[config.mk]
export PLATFORM = sky130hd
export DESIGN_NAME = pm_event_sci
export DESIGN_NICKNAME = d
export VERILOG_FILES = /design/src/rtl/pm_event_sci.sv
export SDC_FILE = /design/constraint.sdc
export NUM_CORES = 1
export LEC_CHECK = 0
export BUFFER_PORTS_ARGS = -buffer_cell sky130_fd_sc_hd__buf_4
export CORE_MARGIN = 3
export CORE_UTILIZATION = 35
export CTS_BUF_LIST = sky130_fd_sc_hd__clkbuf_4 sky130_fd_sc_hd__clkbuf_8
export DETAILED_ROUTE_END_ITERATION = 16
export SETUP_SLACK_MARGIN = 0.3
export SYNTH_ARGS = -nofsm -noshare
export SYNTH_HDL_FRONTEND = slang
export SYNTH_SLANG_ARGS = --single-unit
export TNS_END_PERCENT = 20
[constraint.sdc]
create_clock -name clk -period 3.8 [get_ports clk]
set_clock_uncertainty 0.05 [all_clocks]
set_input_delay 0.95 -clock clk [delete_from_list [all_inputs] [get_ports clk]]
set_output_delay 0.95 -clock clk [all_outputs]
set_load 0.01 [all_outputs]
[src/rtl/pm_event_sci.sv]
module pm_event_sci #(
  parameter int TMR_W    = 24,
  parameter int ADDR_W   = 16,
  parameter int WIN_LOG2 = 6
) (
  input  logic        clk,
  input  logic        rst_n,
  input  logic        tmr_tick,
  input  logic        pwrbtn_evt,
  input  logic        rtc_evt,
  input  logic        glock_evt,
  input  logic [31:0] cfg_base,
  input  logic [7:0]  cfg_ctrl,
  input  logic [15:0] io_addr,
  input  logic        io_wr,
  input  logic [15:0] io_wdata,
  output logic [31:0] io_rdata,
  output logic        io_hit,
  output logic        sci
);
  localparam logic [ADDR_W-1:0] WIN_MASK = {ADDR_W{1'b1}} << WIN_LOG2;
  localparam logic [15:0] SRC_MASK = 16'h0521;
  localparam logic [WIN_LOG2-1:0] OFS_STS = WIN_LOG2'(0);
  localparam logic [WIN_LOG2-1:0] OFS_EN  = WIN_LOG2'(2);
  localparam logic [WIN_LOG2-1:0] OFS_TMR = WIN_LOG2'(8);

  logic [15:0]         sts_q, en_q, set_v, clr_v;
  logic [TMR_W-1:0]    cnt_q;
  logic [WIN_LOG2-1:0] ofs;
  logic                msb_flip;

  assign io_hit   = cfg_ctrl[0] && ((io_addr & WIN_MASK) == (cfg_base[ADDR_W-1:0] & WIN_MASK));
  assign ofs      = io_addr[WIN_LOG2-1:0];
  assign msb_flip = tmr_tick && (&cnt_q[TMR_W-2:0]);

  always_comb begin
    set_v = 16'h0;
    set_v[0]  = msb_flip && en_q[0];
    set_v[5]  = glock_evt;
    set_v[8]  = pwrbtn_evt;
    set_v[10] = rtc_evt;
    clr_v = (io_wr && io_hit && ofs == OFS_STS) ? io_wdata : 16'h0;
  end

  always_ff @(posedge clk or negedge rst_n) begin
    if (!rst_n) begin
      sts_q <= '0;
      en_q  <= '0;
      cnt_q <= '0;
    end else begin
      sts_q <= ((sts_q & ~clr_v) | set_v) & SRC_MASK;
      if (io_wr && io_hit && ofs == OFS_EN) en_q <= io_wdata;
      if (tmr_tick) cnt_q <= cnt_q + 1'b1;
    end
  end

  always_comb begin
    io_rdata = '0;
    if (io_hit) begin
      case (ofs)
        OFS_STS: io_rdata = {16'h0, sts_q};
        OFS_EN:  io_rdata = {16'h0, en_q};
        OFS_TMR: io_rdata = 32'(cnt_q);
        default: io_rdata = '0;
      endcase
    end
  end

  assign sci = |(sts_q & en_q & SRC_MASK);

  assert_sci_source_R9: assert property (@(posedge clk) disable iff (!rst_n)
    sci |-> (sts_q != 16'h0 && en_q != 16'h0));
  assert_evt_sets_R4: assert property (@(posedge clk) disable iff (!rst_n)
    (pwrbtn_evt || rtc_evt || glock_evt) |=> (sts_q != 16'h0));
  assert_w1c_only_R5: assert property (@(posedge clk) disable iff (!rst_n)
    (|($past(sts_q) & ~sts_q)) |-> $past(io_wr && io_hit && ofs == OFS_STS));
  assert_tmr_step_R7: assert property (@(posedge clk) disable iff (!rst_n)
    tmr_tick |=> cnt_q == $past(cnt_q) + 1'b1);
  assert_tmr_hold_R7: assert property (@(posedge clk) disable iff (!rst_n)
    !tmr_tick |=> $stable(cnt_q));
  assert_tmr_armed_R8: assert property (@(posedge clk) disable iff (!rst_n)
    $rose(sts_q[0]) |-> $past(en_q[0] && tmr_tick));
  assert_closed_quiet_R3: assert property (@(posedge clk) disable iff (!rst_n)
    !cfg_ctrl[0] |-> (io_rdata == 32'h0 && !io_hit));
endmodule

**Yosys cells after proc, flatten, opt, wreduce, memory -nomap -nowiden**

Index checks and enable logic that the tools add are counted.

- Flip-flop bits (word level): 44
- Input port bits: 79
- Output and inout port bits: 34
- Logic and storage cells: 23

- $add $sub $neg: 1
- Eq/ne operators: 3
- Muxes and demuxes: 3
- Bitwise logic cells: 4
- Reduce and logical (&&, ||, !) cells: 9

Operators by type and width:

| kind | number |
|---|---|
| 24-bit one-hot mux with 3 select lines | 1 |
| 32-bit 2-to-1 mux | 1 |
| 24-bit by 1-bit adder with 24-bit output (second input constant) | 1 |
| 23-bit AND reduction | 1 |
| 11-bit bitwise AND | 2 |
| 11-bit 2-to-1 mux | 1 |
| 11-bit NOT | 1 |
| 11-bit OR | 1 |
| 10-bit equality test | 1 |
| 6-bit by 2-bit equality test with 1-bit output (second input constant) | 1 |
| 6-bit by 4-bit equality test with 1-bit output (second input constant) | 1 |
| 1-bit logical AND | 6 |
| 6-bit logical NOT | 1 |
| 4-bit OR reduction | 1 |

**Longest topological paths before layout**

Gate-level depths: netlist (run 1).

- Word-level depth: 8
- Depth in mapped cells: 6
- Gate-level depth less buffers: 5

**Worst setup path before layout (run 1)**

OpenSTA, ideal clock, no wires.

- Path kind: input port to output port
- Start point: input io_addr[0]
- End point: output io_rdata[11]
- Arrival: 2.512 ns
- Slack: 0.288 ns
- Cell stages on the path: 6
- Cells stage by stage: or4_1 clkbuf_2 nor3b_1 clkbuf_1 a22oi_1 nor2_1

- Cells in the longest elaborated chain, start to end: 3

Ends and longest elaborated chain:

| item | RTL line | text |
|---|---|---|
| from (decl) | 14 | `input logic [15:0] io_addr,` |
| 6-bit by 4-bit equality test with 1-bit output, or another cell as far along | 60 | `case (ofs)` |
| 24-bit one-hot mux with 3 select lines * | 60 |  |
| 32-bit 2-to-1 mux * | 59 | `if (io_hit) begin` |
| to (decl) | 17 | `output logic [31:0] io_rdata,` |

Every way passes the cells marked *; elsewhere a longest branch is shown, timed or not.

**Worst setup path after layout (run 1)**

- Start point: input io_addr[4]
- End point: output io_rdata[1]

The elaborated chain is that of the path after synthesis.

==> flow_summary.yaml, run 1 <==
worst_setup_path:
  cp.depth: 8
  end_kind: "primary output"
  worstPathRequired_ns: 2.80
  r2r_cells: 4
  critPathKind: "in2out"
  r2r-end: "cnt_q[19]"
  r2r_slack_ns: 1.75
  critPathMaxFanout: 6
  timing.rr.start: "cnt_q[3]"
  cp.arrival_ns: 2.46
  max_stage_delay_ns: 0.57
  crit_path_start_kind: "input port"
  cpMostUsedCell: "buf_6"
  crit_buf_inv: 4
  crit_slowest_cell: "or4_4"
  critical_path.top_delay_family: "simple AND/OR/NAND/NOR gates"
  crit_chain: "buf_6, or4_4, buf_6, and2b_2, buf_6, a22oi_2, nor2_1, buf_4"
cells_and_area:
  diodes: 0
  layout-drive-gt1-share_pct: 37.7
  fin_nets: 405
  register_area_mm2: 0.00110
  final_common_cell: "buf_4"
  multi_input_area_mm2: 0.00127
  area_growth_pct: 34.1
  fill_cells: 646
  stdcell_area_mm2: 0.00331
  layout_common_cells: "buf_4, dfrtp_1, xnor2_1"
placement:
  dp_slack_ns: 0.203
  dpl_cell_area_mm2: 0.00312
  gp_congestion: 0.756
  post-dp-hpwl_mm: 4.36
  io_buffers: 75
timing:
  final-hold-violation-count: 0
  max_freq_ghz: 0.289
  finalCritPeriodShare_pct: 91.1
  slew_headroom_pct: 41.2
  fin_crit_ns: 3.46
  rsz0062_at_grt: "yes"
  fin_ws_ns: 0.336
  fin_setup_tns_ns: 0
  final_max_slew_viol_count: 0
  worst_pin_slew_ns: 0.874
  setup_violations: 0
cts:
  clk_pin_slew_ns: 0.08
  cts-root-buf: "clkbuf_8"
  clock-sinks: 44
  clk_path_buf_depth: 2
  cts_tree: "done"
  cts-buffers-inserted: 5
  clkLatencyLatePin_ns: 0.29
  htree_levels: 2
logic_synthesis:
  synth_top_flop_cell: "dfrtp_1"
  synth_edf_count: 0
  syn-cell-area_mm2: 0.00247
  synth_top_area_cell: "dfrtp_1"
  yosys_warnings: 0
  seq_area_frac_synth_pct: 44.6
  synth_cells: 242
  synth_cell_type_count: 36
  ys_seq_elements: 44
  synth_area_leaders: "dfrtp_1, xnor2_1, mux2_4, a22oi_1, nor2_1"
  synth-async-reset-ratio_pct: 100
  avgSynthCellArea_um2: 10.2
  synth_top_area_share_pct: 44.6
die:
  floorplan.initialDensity_pct: 37.4
  row_count: 29
  ioPinCount: 113
  fp.dieW_um: 90.0
  core_mm2: 0.00660
  die_area_mm2: 0.00810
  dieHeight_um: 90.0
global_routing:
  grt_pass1_wl_mm: 9.78
  grtUsageTotal_pct: 14.5
  overflow: 0
  grt_start_max_net_pins: 45
  grt_pass1_vias: 2086
  antenna_found_initial: 0
drt:
  first_iter_violations: 62
  drc: 0
  postRouteAntennaNets: 0
  viasPerCell: 4.81
  wirelength_mm: 5.91
  vias: 2017
  wl_per_cell_um: 14.1
  first_pass_iters: 4
min_path:
  min_to: "cnt_q[23]"
  hold_depth: 1
  hp-class: "reg2reg"
  hold_start: "cnt_q[23]"
run_status:
  status: "complete, no violations"
power:
  p_per_area_mw_per_mm2: 310
  vdd_ir_drop_max_mv: 0.184
  power_leakage_nw: 1.53
run:
  drv_cap: 0
==> sequential cells by signal, indices dropped and copies added (netlist names) <==
register,flops
cnt_q,24
sts_q,4
en_q,16
==> worst max-delay path by stage <==
stage,start,endpoint
after floorplan,io_addr[0],io_rdata[16]
after global placement,io_addr[0],io_rdata[23]
after detailed placement,io_addr[0],io_rdata[17]
after CTS,io_addr[0],io_rdata[4]
after global routing,io_addr[4],io_rdata[1]
final,io_addr[4],io_rdata[1]
==> per-stage QoR <==
step,hold slack [ns],utilization (%),power [mW],std cells
floorplan,0.395,-,0.647,249
global placement,0.414,47.2,0.711,406
detailed placement,0.418,47.2,0.717,406
CTS,0.432,48.7,1.03,414
global route,0.470,50.2,1.08,419
finish,0.435,50.2,1.03,419
==> cell families (layout without fill, tap and decap cells) <==
logic type                 Yosys count  in the layout  synth area share (%)
buffers and inverters               34            111                  6.89
adders and majority gates            1              1                 0.506
DFF                                 44             44                  44.6
muxes                               21             21                  10.9
AOI/OAI and AO/OA                   23             23                  6.38
xor gates and xnor gates            33             33                  11.7
other                                1              8                 0.152
and+or+nand+nor                     85             85                  18.9
==> Yosys cell counts, types with 2 or more instances <==
| cell | number |
|---|---|
| a21oi_1 | 4 |
| a22oi_1 | 14 |
| a31oi_1 | 3 |
| buf_4 | 8 |
| clkbuf_1 | 8 |
| dfrtp_1 | 44 |
| inv_1 | 16 |
| mux2_2 | 7 |
| mux2_4 | 10 |
| mux2i_1 | 4 |
| nand2_1 | 10 |
| nand3_1 | 10 |
| nand4_1 | 9 |
| nor2_1 | 24 |
| nor2b_1 | 2 |
| nor3_1 | 15 |
| nor4_1 | 4 |
| xnor2_1 | 25 |
| xor2_1 | 8 |
==> power by group <==
group	internal, mW	total, mW	switching (mW)	leakage (nW)
logic	0.0898	0.158	0.0686	0.900
clock network	0.163	0.311	0.148	0.0523
registers	0.504	0.558	0.0534	0.577
==> layout make-up <==
cell class	instances	area share, %
Tap cell	93	3.51
Sequential cell	44	33.2
Multi-Input combinational cell	171	38.3
Timing Repair Buffer	87	20.2
Clock buffer	8	2.94
Inverter	16	1.81
==> per-layer routing <==
metal	share of wire, %	vias to the layer above	GRT usage, %
met5	0	-	0
met4	1.1	0	3.70
li1	-	992	-
met1	44	976	18.1
met3	3.5	6	2.84
met2	51	43	25.7
==> repair_timing <==
item	CTS	global route
endpoints found under the setup margin	20	15
cloned	0	2
hold buffers	0	0
pin swaps	0	8
resized for setup	1	17
buffers inserted	0	3
No activity file was read; power rests on OpenSTA's default activity.
==> run 2, diff against run 1 <==
CELL_PAD_IN_SITES_DETAIL_PLACEMENT = 1   (was default)
CELL_PAD_IN_SITES_GLOBAL_PLACEMENT = 1   (was default)
PLACE_DENSITY_LB_ADDON = 0.1   (was default)
SLEW_MARGIN = 15   (was default)
==> flow_summary.yaml, run 2 (same netlist as run 1, synthesis figures left out) <==
run_status:
  status: "complete, no violations"
cells_and_area:
  stdcell_area_mm2: 0.00324
  fin_nets: 401
  reg.largest.list: "cnt_q x24, en_q x16, sts_q x4"
  largest_reg_flops: 24
  final_common_cell: "buf_4"
  layout-drive-gt1-share_pct: 34.9
  fin_cells: 414
  regMostFlops: "cnt_q"
  diodes: 0
  layout_common_cells: "buf_4, dfrtp_1, xnor2_1"
  utilization_pct: 49.1
  area_growth_pct: 31.1
placement:
  io_buffers: 75
  gp_congestion: 0.768
  dpl_cell_area_mm2: 0.00312
  dp_slack_ns: 0.224
  post-dp-hpwl_mm: 4.88
  dp_cells: 406
min_path:
  min_to: "cnt_q[23]"
  hold_depth: 1
  hold_start: "cnt_q[23]"
  hp-class: "reg2reg"
cts:
  clock-sinks: 44
  postCtsSetupBuffers: 0
  clkLatencyLatePin_ns: 0.29
  cts-root-buf: "clkbuf_8"
  clk_path_buf_depth: 2
  cts_tree: "done"
  cts-buffers-inserted: 5
  clk_pin_slew_ns: 0.08
  hold_buffers: 0
  htree_levels: 2
die:
  dieHeight_um: 90.0
  die_area_mm2: 0.00810
  row_count: 29
  fp.dieW_um: 90.0
  core_mm2: 0.00660
  ioPinCount: 113
  floorplan.initialDensity_pct: 37.4
global_routing:
  grt_pass1_vias: 2116
  grtUsageTotal_pct: 16.0
  overflow: 0
  antenna_found_initial: 0
  grt_start_max_net_pins: 45
  grt_pass1_wl_mm: 10.7
timing:
  finalCritPeriodShare_pct: 89.9
  timing.hold.ws_ns: 0.419
  slew_headroom_pct: 36.6
  fin_ws_ns: 0.382
  max_freq_ghz: 0.293
  rsz0062_at_grt: "no"
  worst_pin_slew_ns: 0.942
  fin_setup_tns_ns: 0
  final_max_slew_viol_count: 0
  setup_violations: 0
  final-hold-violation-count: 0
  fin_crit_ns: 3.42
drt:
  first_pass_iters: 4
  vias: 2049
  postRouteAntennaNets: 0
  drc: 0
  first_iter_violations: 78
  wirelength_mm: 6.38
  viasPerCell: 4.95
  wl_per_cell_um: 15.4
worst_setup_path:
  crit_path_start_kind: "input port"
  cp.arrival_ns: 2.42
  cpMostUsedCell: "buf_4"
  timing.rr.start: "cnt_q[3]"
  crit_slowest_cell: "or4_4"
  critPathMaxFanout: 8
  r2r-end: "cnt_q[19]"
  critPathKind: "in2out"
  worstPathRequired_ns: 2.80
  crit_chain: "buf_4, or4_4, or3b_4, nor3_1, buf_4"
  r2r_cells: 4
  r2r_slack_ns: 1.70
  end_kind: "primary output"
  max_stage_delay_ns: 0.57
power:
  vdd_ir_drop_max_mv: 0.234
  p_per_area_mw_per_mm2: 317
  report.power.total_mw: 1.03
  power_leakage_nw: 1.50
run:
  drv_cap: 0
-- run 2: worst max-delay path by stage --
stage / slack [ns] / end / from
after floorplan: 0.29 / io_rdata[16] / io_addr[0]
after global placement: 0.21 / io_rdata[18] / io_addr[0]
after detailed placement: 0.22 / io_rdata[17] / io_addr[0]
after CTS: 0.30 / io_rdata[2] / io_addr[0]
after global routing: 0.30 / io_rdata[10] / cfg_base[15]
final: 0.38 / io_rdata[17] / io_addr[0]
-- run 2: timing repair --
item                       CTS  global route
cloned                       0             1
gates resized for setup      1             6
setup endpoints to repair    8            15
pin swaps                    0             1
-- run 2: critical path: cells and delay by family --
family	cells	cell delay [ns]
buffers and inverters	2	0.26
AND/OR/NAND/NOR	3	1.21
-- run 2: per-layer routing --
layer	share of wire (%)	wire, um	GRT usage [%]
met4	0.63	40	3.06
met5	0	0	0
met3	3.9	249	3.26
met2	51	3260	27.8
met1	44	2830	20.9
-- run 2: cell type report --
cell class | instances | area [um2]
fill | 763 | 3360
inverter | 16 | 60.1
tap | 93 | 116
timing repair buffer | 83 | 623
clock buffer | 7 | 96.3
multi-input combinational | 171 | 1240
sequential | 44 | 1100
-- run 2: power by group --
group	leakage [nW]	internal (mW)	total [mW]	switching [mW]
Sequential	0.577	0.504	0.556	0.0522
Clock	0.0503	0.162	0.316	0.154
Combinational	0.875	0.0865	0.156	0.0696
Total	1.50	0.753	1.03	0.276
